**src/rtl/cap_chain_pkg.sv**
```systemverilog
package cap_chain_pkg;

    localparam int ADDR_W = 10;
    localparam int DATA_W = 32;
    localparam int MASK_W = DATA_W / 8;

    localparam logic [ADDR_W-1:0] STD_LO = 10'h010;
    localparam logic [ADDR_W-1:0] STD_HI = 10'h03F;
    localparam logic [ADDR_W-1:0] EXT_LO = 10'h040;
    localparam logic [ADDR_W-1:0] EXT_HI = 10'h3FF;

    localparam int STD_PW = 8;
    localparam int EXT_PW = 12;

    typedef struct packed {
        logic              vld;
        logic [DATA_W-1:0] data;
    } rsp_state_t;

endpackage

```
**src/rtl/cap_region.sv**
```systemverilog
module cap_region
    import cap_chain_pkg::*;
#(
    parameter int                        N     = 1,
    parameter logic [ADDR_W-1:0]         REG_LO = STD_LO,
    parameter logic [ADDR_W-1:0]         REG_HI = STD_HI,
    parameter bit                        EXT   = 1'b0,
    parameter int                        PW    = STD_PW,
    parameter logic [N-1:0][ADDR_W-1:0]  OFFS  = '0,
    parameter logic [N-1:0][ADDR_W-1:0]  LENS  = '1,
    parameter logic [N-1:0][15:0]        IDS   = '0,
    parameter logic [N-1:0][3:0]         VERS  = '0
) (
    input  logic                      en,
    input  logic [ADDR_W-1:0]         addr,
    input  logic [N-1:0][DATA_W-1:0]  word_in,
    output logic [N-1:0]              hit,
    output logic [ADDR_W-1:0]         idx,
    output logic [DATA_W-1:0]         rdata,
    output logic [PW-1:0]             head
);

    // resolve automatic offsets: explicit slots first, then zero-offset slots in index order
    function automatic logic [N-1:0][ADDR_W-1:0] place_slots();
        logic [N-1:0][ADDR_W-1:0] p;
        logic [N-1:0]             done;
        int                       cand;
        p    = OFFS;
        done = '0;
        for (int i = 0; i < N; i++) done[i] = (OFFS[i] != '0);
        for (int i = 0; i < N; i++) begin
            if (!done[i]) begin
                cand = int'(REG_LO);
                for (int pass = 0; pass <= N; pass++) begin
                    for (int j = 0; j < N; j++) begin
                        if (done[j] &&
                            cand <= int'(p[j]) + int'(LENS[j]) - 1 &&
                            int'(p[j]) <= cand + int'(LENS[i]) - 1)
                            cand = int'(p[j]) + int'(LENS[j]);
                    end
                end
                p[i]    = ADDR_W'(cand);
                done[i] = 1'b1;
            end
        end
        return p;
    endfunction

    localparam logic [N-1:0][ADDR_W-1:0] POS = place_slots();

    function automatic logic [N-1:0][PW-1:0] link_slots();
        logic [N-1:0][PW-1:0] nx;
        int                   best;
        for (int i = 0; i < N; i++) begin
            best = 0;
            for (int j = 0; j < N; j++) begin
                if (POS[j] > POS[i] && (best == 0 || int'(POS[j]) < best))
                    best = int'(POS[j]);
            end
            nx[i] = PW'(best * 4);
        end
        return nx;
    endfunction

    function automatic logic [PW-1:0] lowest_ptr();
        int best;
        best = int'(POS[0]);
        for (int i = 1; i < N; i++)
            if (int'(POS[i]) < best) best = int'(POS[i]);
        return PW'(best * 4);
    endfunction

    function automatic bit layout_bad();
        bit bad;
        bad = 1'b0;
        for (int i = 0; i < N; i++) begin
            if (LENS[i] == '0) bad = 1'b1;
            if (POS[i] < REG_LO) bad = 1'b1;
            if (int'(POS[i]) + int'(LENS[i]) - 1 > int'(REG_HI)) bad = 1'b1;
            for (int j = i + 1; j < N; j++) begin
                if (int'(POS[i]) <= int'(POS[j]) + int'(LENS[j]) - 1 &&
                    int'(POS[j]) <= int'(POS[i]) + int'(LENS[i]) - 1)
                    bad = 1'b1;
            end
        end
        return bad;
    endfunction

    localparam logic [N-1:0][PW-1:0] NXT = link_slots();

    if (layout_bad()) begin : g_layout_err
        $error("cap_region: slot layout overlaps or leaves its window");
    end

    assign head = lowest_ptr();

    for (genvar k = 0; k < N; k++) begin : g_hit
        assign hit[k] = en &&
                        ({1'b0, addr} >= {1'b0, POS[k]}) &&
                        ({1'b0, addr} <  ({1'b0, POS[k]} + {1'b0, LENS[k]}));
    end

    function automatic logic [DATA_W-1:0] header_word(int k, logic [DATA_W-1:0] w);
        logic [DATA_W-1:0] r;
        if (EXT) begin
            r = {12'(NXT[k]), VERS[k], IDS[k]};
        end else begin
            r = {w[31:16], 8'(NXT[k]), IDS[k][7:0]};
        end
        return r;
    endfunction

    always_comb begin
        idx   = '0;
        rdata = '0;
        for (int k = 0; k < N; k++) begin
            if (hit[k]) begin
                idx = idx | (addr - POS[k]);
                if (addr == POS[k]) rdata = rdata | header_word(k, word_in[k]);
                else                rdata = rdata | word_in[k];
            end
        end
    end

endmodule

```
**src/rtl/cap_chain_decoder.sv**
```systemverilog
module cap_chain_decoder
    import cap_chain_pkg::*;
#(
    parameter int                            N_STD    = 2,
    parameter int                            N_EXT    = 1,
    parameter logic [N_STD-1:0][ADDR_W-1:0]  STD_OFFS = '0,
    parameter logic [N_STD-1:0][ADDR_W-1:0]  STD_LENS = {10'd4, 10'd2},
    parameter logic [N_STD-1:0][15:0]        STD_IDS  = {16'h0010, 16'h0001},
    parameter logic [N_EXT-1:0][ADDR_W-1:0]  EXT_OFFS = '0,
    parameter logic [N_EXT-1:0][ADDR_W-1:0]  EXT_LENS = {10'd3},
    parameter logic [N_EXT-1:0][15:0]        EXT_IDS  = {16'h0001},
    parameter logic [N_EXT-1:0][3:0]         EXT_VERS = {4'd1},
    localparam int                           NSLOT    = N_STD + N_EXT
) (
    input  logic                          clk,
    input  logic                          rst_n,
    input  logic                          req_valid,
    input  logic                          req_write,
    input  logic [ADDR_W-1:0]             req_addr,
    input  logic [DATA_W-1:0]             req_wdata,
    input  logic [MASK_W-1:0]             req_mask,
    output logic                          rsp_valid,
    output logic [DATA_W-1:0]             rsp_rdata,
    output logic [NSLOT-1:0]              slot_sel,
    output logic                          slot_rd,
    output logic                          slot_wr,
    output logic [ADDR_W-1:0]             slot_idx,
    output logic [DATA_W-1:0]             slot_wdata,
    output logic [MASK_W-1:0]             slot_mask,
    input  logic [NSLOT-1:0][DATA_W-1:0]  slot_rdata,
    output logic [STD_PW-1:0]             cap_head_ptr,
    output logic [EXT_PW-1:0]             ext_head_ptr
);

    logic [N_STD-1:0]  std_hit;
    logic [N_EXT-1:0]  ext_hit;
    logic [ADDR_W-1:0] std_idx, ext_idx;
    logic [DATA_W-1:0] std_word, ext_word;
    logic              any_hit;

    cap_region #(
        .N(N_STD), .REG_LO(STD_LO), .REG_HI(STD_HI), .EXT(1'b0), .PW(STD_PW),
        .OFFS(STD_OFFS), .LENS(STD_LENS), .IDS(STD_IDS), .VERS('0)
    ) u_std (
        .en(req_valid), .addr(req_addr), .word_in(slot_rdata[N_STD-1:0]),
        .hit(std_hit), .idx(std_idx), .rdata(std_word), .head(cap_head_ptr)
    );

    cap_region #(
        .N(N_EXT), .REG_LO(EXT_LO), .REG_HI(EXT_HI), .EXT(1'b1), .PW(EXT_PW),
        .OFFS(EXT_OFFS), .LENS(EXT_LENS), .IDS(EXT_IDS), .VERS(EXT_VERS)
    ) u_ext (
        .en(req_valid), .addr(req_addr), .word_in(slot_rdata[NSLOT-1:N_STD]),
        .hit(ext_hit), .idx(ext_idx), .rdata(ext_word), .head(ext_head_ptr)
    );

    assign slot_sel   = {ext_hit, std_hit};
    assign any_hit    = |slot_sel;
    assign slot_idx   = std_idx | ext_idx;
    assign slot_rd    = req_valid && !req_write && any_hit;
    assign slot_wr    = req_valid &&  req_write && any_hit;
    assign slot_wdata = req_wdata;
    assign slot_mask  = req_mask;

    rsp_state_t st_d, st_q;

    always_comb begin
        st_d      = st_q;
        st_d.vld  = req_valid && !req_write;
        st_d.data = st_d.vld ? (std_word | ext_word) : '0;
    end

    always_ff @(posedge clk) begin
        if (!rst_n) st_q <= '0;
        else        st_q <= st_d;
    end

    assign rsp_valid = st_q.vld;
    assign rsp_rdata = st_q.data;

endmodule

```
**config.mk**
```make
export PLATFORM = sky130hd
export DESIGN_NAME = cap_chain_decoder
export DESIGN_NICKNAME = d
export VERILOG_FILES = /design/src/rtl/cap_chain_pkg.sv /design/src/rtl/cap_region.sv /design/src/rtl/cap_chain_decoder.sv
export SDC_FILE = /design/constraint.sdc
export NUM_CORES = 1
export LEC_CHECK = 0
export BUFFER_PORTS_ARGS = -buffer_cell sky130_fd_sc_hd__buf_2
export CORE_AREA = 2 2 97 99
export CTS_CLUSTER_SIZE = 40
export DETAILED_ROUTE_END_ITERATION = 10
export DIE_AREA = 0 0 99 101
export PLACE_DENSITY = 0.66
export SYNTH_ARGS = -nofsm -noshare
export SYNTH_HDL_FRONTEND = slang
export SYNTH_SLANG_ARGS = --single-unit
```
**constraint.sdc**
```tcl
create_clock -name clk -period 2.1 [get_ports clk]
set_clock_uncertainty 0.15 [all_clocks]
set_input_delay 0 -clock clk [delete_from_list [all_inputs] [get_ports clk]]
set_output_delay 0 -clock clk [all_outputs]
set_load 0.03 [all_outputs]
```
==> out/qor.yml, run 1 <==
clock_network:
  ctsHoldBuffers: 118
  htree_levels: 2
  cts.sinks: 33
  post_cts_buffers: 2
  cts_max_path_buffers: 2
  cts.repair.resized: 7
  numCtsBuffers: 5
  root_buffer: "clkbuf_8"
yosys:
  ys.flop_type: "dfxtp_1"
  synth_edf_count: 0
  synth_warnings: 0
  ys_ff_latch: 33
  yosysUniqueCellTypes: 53
  post_synth.cell_area_avg_um2: 7.87
  synth_xor_xnor_area_share_pct: 0
  synth_cells: 310
  yosysSeqAreaShare_pct: 27.1
  synth_top_area_cell: "dfxtp_1"
  synth-simple-area-share_pct: 18.8
  synth_top_family_by_area: "compound AO/OA/AOI/OAI gates"
  muxShareOfSynthArea_pct: 0
  synth_adder_area_share_pct: 5.13
  synth_top_area_share_pct: 27.1
  syn_area_um2: 2440
  synth_area_leaders: "dfxtp_1, buf_4, a22oi_1"
  async_reset_ff_share_pct: 0
  synth_compound_area_share_pct: 26.2
placement:
  portBuffers: 157
  hpwlAfterDp_um: 7060
  gp_congestion: 0.907
  dp_cells: 578
floorplan:
  initial_core_util_pct: 27.2
  dieWidth_um: 99
  rows: 35
  ios: 250
  die_h_um: 101
outcome:
  haltStage: "4_1_cts"
  error_line: "[ERROR RSZ-0060] Max buffer count reached."
  outcome: "aborted with a tool error"
==> cell usage after synthesis, types with 2 or more instances <==
| cell type | n |
|---|---|
| buf_4 | 58 |
| nand2_1 | 52 |
| dfxtp_1 | 33 |
| a22oi_1 | 30 |
| a21oi_1 | 21 |
| o21ai_0 | 12 |
| ha_1 | 10 |
| inv_1 | 10 |
| nor2_1 | 9 |
| buf_2 | 7 |
| clkbuf_1 | 5 |
| nor3_1 | 5 |
| a211oi_1 | 3 |
| nand2b_1 | 3 |
| nand3b_1 | 3 |
| nor2b_1 | 3 |
| nor4_1 | 3 |
| a21o_1 | 2 |
| a2bb2oi_1 | 2 |
| a31oi_1 | 2 |
| conb_1 | 2 |
| nand3_1 | 2 |
| o211ai_1 | 2 |
| or3_1 | 2 |
==> per-stage QoR <==
| step | worst slack (ns) | instance area (µm²) | TNS (ns) | hold WS (ns) |
|---|---|---|---|---|
| after floorplan | -0.115 | 2670 | -0.361 | -0.109 |
| after global placement | -0.221 | 3510 | -2.82 | -0.150 |
| after detailed placement | -0.262 | 3510 | -3.74 | -0.150 |
==> kinds of logic after synthesis <==
logic type,after synthesis
adders and majority gates,10
and+or+nand+nor,92
AOI/OAI and AO/OA,89
buffers and inverters,84
DFF,33
other,2
==> inputs of run 2 (changes only) <==
--- a/config.mk
+++ b/config.mk
@@ -6,11 +6,10 @@
 export NUM_CORES = 1
 export LEC_CHECK = 0
 export BUFFER_PORTS_ARGS = -buffer_cell sky130_fd_sc_hd__buf_2
-export CORE_AREA = 2 2 97 99
-export CTS_CLUSTER_SIZE = 40
+export CORE_AREA = 2 2 96 98
 export DETAILED_ROUTE_END_ITERATION = 10
-export DIE_AREA = 0 0 99 101
-export PLACE_DENSITY = 0.66
+export DIE_AREA = 0 0 98 100
+export PLACE_DENSITY_LB_ADDON = 0.15
 export SYNTH_ARGS = -nofsm -noshare
 export SYNTH_HDL_FRONTEND = slang
 export SYNTH_SLANG_ARGS = --single-unit
==> constraint.sdc (replaced) <==
create_clock -name clk -period 2.7 [get_ports clk]
set_clock_uncertainty 0.15 [all_clocks]
set_input_delay 0 -clock clk [delete_from_list [all_inputs] [get_ports clk]]
set_output_delay 0 -clock clk [all_outputs]
set_load 0.03 [all_outputs]
==> out/qor.yml, run 2 <==
clock_network:
  clk_pin_slew_ns: 0.07
  htree_levels: 2
  root_buffer: "clkbuf_8"
  cts.sinks: 33
  cts_tree: "done"
  cts_max_path_buffers: 2
  numCtsBuffers: 5
grt:
  grt_use_total_pct: 17.4
  grt_start_max_net_pins: 20
  grt_pass1_vias: 2850
  grt_pass1_wl_um: 14000
  grt_antenna_before_repair: 0
  grt_overflow: 0
power_and_ir_drop:
  leakagePower_nw: 2.10
  p_per_area_nw_per_um2: 295
  pwr-share-seq_pct: 39.7
  swShare_pct: 32.9
  pwr-share-clk_pct: 29.8
  comb_power_share_pct: 30.5
  total_power_mw: 1.23
  p_int_mw: 0.827
  peakVddDrop_mv: 0.154
  netSwitchingPower_mw: 0.405
detailed_routing:
  dr.pass1.iters: 4
  wl_um: 9290
  drcViolationCount: 0
  num_vias: 3019
  drtIter0Drc: 67
  routedWlPerCell_um: 14.3
  viasPerCell: 4.65
  ant_nets: 0
yosys:
  netlist_top_cells_count: "buf_4, nand2_1, dfxtp_1"
  ys_ff_latch: 33
  syn_area_um2: 2440
  synth_cells: 310
  synth_edf_count: 0
  synth_top_area_cell: "dfxtp_1"
  yosysUniqueCellTypes: 53
  synth_warnings: 0
  yosysMostFrequentCell: "buf_4"
  async_reset_ff_share_pct: 0
  post_synth.cell_area_avg_um2: 7.87
  yosysSeqAreaShare_pct: 27.1
  ys.flop_type: "dfxtp_1"
  synth_area_leaders: "dfxtp_1, buf_4, a22oi_1"
  synth_top_area_share_pct: 27.1
cells_and_area:
  syn_to_final_growth_pct: 70.9
  final_cell_mix: "buf_2, dlygate4sd3_1, nand2_1, dfxtp_1, a22oi_1"
  finalInstanceArea_um2: 4170
  fin_cells: 649
  antennaDiodeCount: 0
  final_common_cell: "buf_2"
  largest_reg_flops: 32
  final_util_pct: 46.9
  final_nets: 693
  final_layout_size_suffix_gt1_share_pct: 35.1
setup_path:
  startpoint: "req_addr[2]"
  cp_num_buf_inv: 4
  crit_arrival_ns: 2.60
  critPathMaxStageDelay_ns: 0.55
  crit_chain: "buf_2, inv_1, ha_1, or3b_1, o41a_1, or3_4, buf_4, o22a_1, a21oi_1, dlygate4sd3_1"
  endpoint_kind: "flip-flop"
  cp.required_ns: 2.78
  slowest_stage: "dlygate4sd3_1"
  startpoint_type: "primary input"
  worstPathMaxFanout: 9
  cp_top_family: "buffers and inverters"
  cp.depth: 10
  path_class: "primary input to flip-flop"
hold_path:
  min_from: "req_write"
  worstHoldPathCells: 3
  hold_end: "slot_rd"
  hold_path.class: "primary input to primary output"
floorplan:
  core_region_area_um2: 8890
  initial_core_util_pct: 27.4
  rows: 35
  dieWidth_um: 98
  die_h_um: 100
  die_area_um2: 9800
  ios: 250
outcome:
  outcome: "completed"
timing:
  slew_headroom_pct: 50.1
  setup_viol_count_final: 0
  whs_ns: 0.140
  fmax_mhz: 395
  tns_ns: 0
  rsz0062_at_grt: "false"
  worst_pin_slew_ns: 0.737
  fin_crit_sh_pct: 93.7
  setup_slack_ns: 0.171
  finalHoldViolCount: 0
  finalCriticalPeriod_ns: 2.53
  drv_slew: 0
placement:
  hpwlAfterDp_um: 6630
  postPlaceCellArea_um2: 3040
  place_ws_ns: 0.202
  gp_congestion: 0.883
  dp_cells: 539
  portBuffers: 157
job:
  drv_cap: 0
run 2: final cells by class:
| class | count | area [µm²] |
|---|---|---|
| multi-input cells | 211 | 1310 |
| inverters | 12 | 45.0 |
| clock buffers | 5 | 68.8 |
| flip-flops and latches | 33 | 661 |
| fillers | 911 | 4720 |
| clock inverters | 3 | 17.5 |
| well taps | 111 | 139 |
| repair buffers | 274 | 1930 |
run 2: kinds of logic (layout without fill, tap and decap cells):
family / after synthesis / count (layout) / share of synthesized area, %
flip-flops: 33 / 33 / 27.1
adder cells (fa/ha/maj): 10 / 10 / 5.13
AND/OR/NAND/NOR: 92 / 92 / 18.8
other: 2 / 20 / 0.308
buffers and inverters: 84 / 294 / 22.5
AO/OA/AOI/OAI: 89 / 89 / 26.2
run 2: power by group through the flow:
stage	sequential, mW	combinational (mW)	clock [mW]
3_3_place_gp	0.500	0.228	0
3_5_place_dp	0.500	0.229	0
5_1_grt	0.489	0.403	0.396
4_1_cts	0.489	0.375	0.379
6_report	0.489	0.376	0.367
2_1_floorplan	0.504	0.233	0
run 2: worst max path at each step:
| stage | end | slack (ns) |
|---|---|---|
| 2_1_floorplan | slot_idx[4] | 0.12 |
| 3_3_place_gp | slot_wr | 0.27 |
| 3_5_place_dp | slot_idx[0] | 0.20 |
| 4_1_cts | rsp_rdata[0] | 0.06 |
| 5_1_grt | rsp_rdata[16] | 0.01 |
| 6_report | rsp_rdata[0] | 0.17 |
run 2: routing by layer:
layer | wire (µm) | share of wire [%] | vias up | global-route usage [%]
li1 | - | - | 1471 | -
met1 | 3830 | 41 | 1371 | 21.1
met2 | 4600 | 50 | 166 | 31.6
met3 | 694 | 7.5 | 11 | 2.37
met4 | 165 | 1.8 | 0 | 6.09
met5 | 0 | 0 | - | 0
run 2: what timing repair did:
action | CTS | global route
setup endpoints to repair | 0 | 32
hold buffers | 101 | 0
hold endpoints to repair | 68 | 0
resized for setup | 0 | 3
setup buffers | 0 | 1
Note: power is estimated with default switching activity, not from simulation.
==> inputs of run 3 (changes only) <==
--- a/config.mk
+++ b/config.mk
@@ -9,7 +9,9 @@
 export CORE_AREA = 2 2 96 98
 export DETAILED_ROUTE_END_ITERATION = 10
 export DIE_AREA = 0 0 98 100
+export GPL_ROUTABILITY_DRIVEN = 0
 export PLACE_DENSITY_LB_ADDON = 0.15
+export REMOVE_ABC_BUFFERS = 1
 export SYNTH_ARGS = -nofsm -noshare
 export SYNTH_HDL_FRONTEND = slang
 export SYNTH_SLANG_ARGS = --single-unit
==> constraint.sdc (replaced) <==
create_clock -name clk -period 2.7 [get_ports clk]
set_clock_uncertainty 0.15 [all_clocks]
set_input_delay 0.135 -clock clk [delete_from_list [all_inputs] [get_ports clk]]
set_output_delay 0.135 -clock clk [all_outputs]
set_load 0.03 [all_outputs]
==> out/qor.yml, run 3 (synthesized netlist as in run 2, its figures left out) <==
setup_path:
  crit_arrival_ns: 2.65
  endpoint_kind: "flip-flop"
  cp_num_buf_inv: 5
  path_class: "primary input to flip-flop"
  cp_top_family: "buffers and inverters"
  crit_chain: "buf_2, inv_1, ha_1, or3b_1, o41a_1, buf_4, nor4_4, buf_6, a22oi_1, nand2_1, dlygate4sd3_1"
  critPathMaxStageDelay_ns: 0.55
  worstPathMaxFanout: 16
  slowest_stage: "dlygate4sd3_1"
  startpoint_type: "primary input"
  cp.required_ns: 2.77
clock_network:
  numCtsBuffers: 5
  post_cts_buffers: 0
  cts_max_path_buffers: 2
  root_buffer: "clkbuf_8"
  cts.sinks: 33
  cts_tree: "done"
  clk_pin_slew_ns: 0.06
  htree_levels: 2
power_and_ir_drop:
  p_per_area_nw_per_um2: 325
  peakVddDrop_mv: 0.163
  leakagePower_nw: 1.93
grt:
  grt_pass1_wl_um: 14400
  grt_overflow: 0
  grt_antenna_before_repair: 0
  grt_start_max_net_pins: 17
  grt_use_total_pct: 18.9
  grt_pass1_vias: 2727
timing:
  finalHoldViolCount: 0
  rsz0062_at_grt: "false"
  slew_headroom_pct: 27.3
  tns_ns: 0
  whs_ns: 0.0129
  fmax_mhz: 386
  drv_slew: 0
  fin_crit_sh_pct: 95.8
  setup_viol_count_final: 0
  worst_pin_slew_ns: 1.08
  finalCriticalPeriod_ns: 2.59
cells_and_area:
  antennaDiodeCount: 0
  final_nets: 659
  syn_to_final_growth_pct: 57.8
  final_common_cell: "buf_2"
  final_layout_size_suffix_gt1_share_pct: 37.7
  fill_cells: 890
  largest_reg_flops: 32
  final_cell_mix: "buf_2, dlygate4sd3_1, nand2_1, dfxtp_1, a22oi_1"
detailed_routing:
  num_vias: 2924
  drtIter0Drc: 159
  routedWlPerCell_um: 16.4
  ant_nets: 0
  wl_um: 10100
  viasPerCell: 4.75
  drcViolationCount: 0
  dr.pass1.iters: 7
floorplan:
  ios: 250
  core_region_area_um2: 8890
  die_area_um2: 9800
  rows: 35
  initial_core_util_pct: 27.4
  dieWidth_um: 98
  die_h_um: 100
placement:
  hpwlAfterDp_um: 7480
  portBuffers: 157
outcome:
  outcome: "completed"
hold_path:
  hold_path.class: "primary input to flip-flop"
job:
  drv_cap: 0
run 3: cell type report:
class | count | area (µm²) | share of cell area [%]
clock buffers | 7 | 86.3 | 2.24
well taps | 111 | 139 | 3.61
repair buffers | 240 | 1580 | 41.0
flip-flops and latches | 33 | 661 | 17.2
inverters | 12 | 45.0 | 1.17
clock inverters | 1 | 30.0 | 0.780
multi-input cells | 211 | 1310 | 34.1
run 3: timing repair:
item | CTS | global route
endpoints found under the setup margin | 0 | 15
hold buffers | 66 | 0
hold endpoints to repair | 32 | 0
gates resized for setup | 0 | 3
run 3: per-stage QoR:
step | setup slack, ns | utilization [%] | total power [mW] | instance area [µm²] | instances
floorplan | 0.0208 | - | 0.605 | 2000 | 256
global placement | 0.135 | 34.4 | 0.729 | 3060 | 541
detailed placement | 0.0872 | 34.4 | 0.728 | 3060 | 541
CTS | 0.0731 | 43.2 | 1.27 | 3840 | 615
global route | 0.00710 | 43.3 | 1.32 | 3850 | 615
finish | 0.112 | 43.3 | 1.25 | 3850 | 615
run 3: path summary, 6_finish.rpt:
check | to | slack, ns | start | cells past startpoint
worst max-delay path | rsp_rdata[27] | 0.11 | req_addr[2] | 11
worst min-delay path | rsp_rdata[13] | 0.01 | slot_rdata[77] | 3
run 3: power breakdown:
| group | internal [mW] | leakage, nW | switching, mW |
|---|---|---|---|
| Clock | 0.301 | 0.0585 | 0.170 |
| Sequential | 0.489 | 0.266 | 0.000395 |
| Combinational | 0.141 | 1.61 | 0.150 |
run 3: layer usage:
metal  global-route usage [%]  share of wire, %  vias to the layer above
li1                         -                 -                     1408
met1                     23.1                42                     1307
met2                     28.6                44                      189
met3                     9.33                12                       18
met4                     5.77               1.6                        2
met5                     6.15              0.50                        -
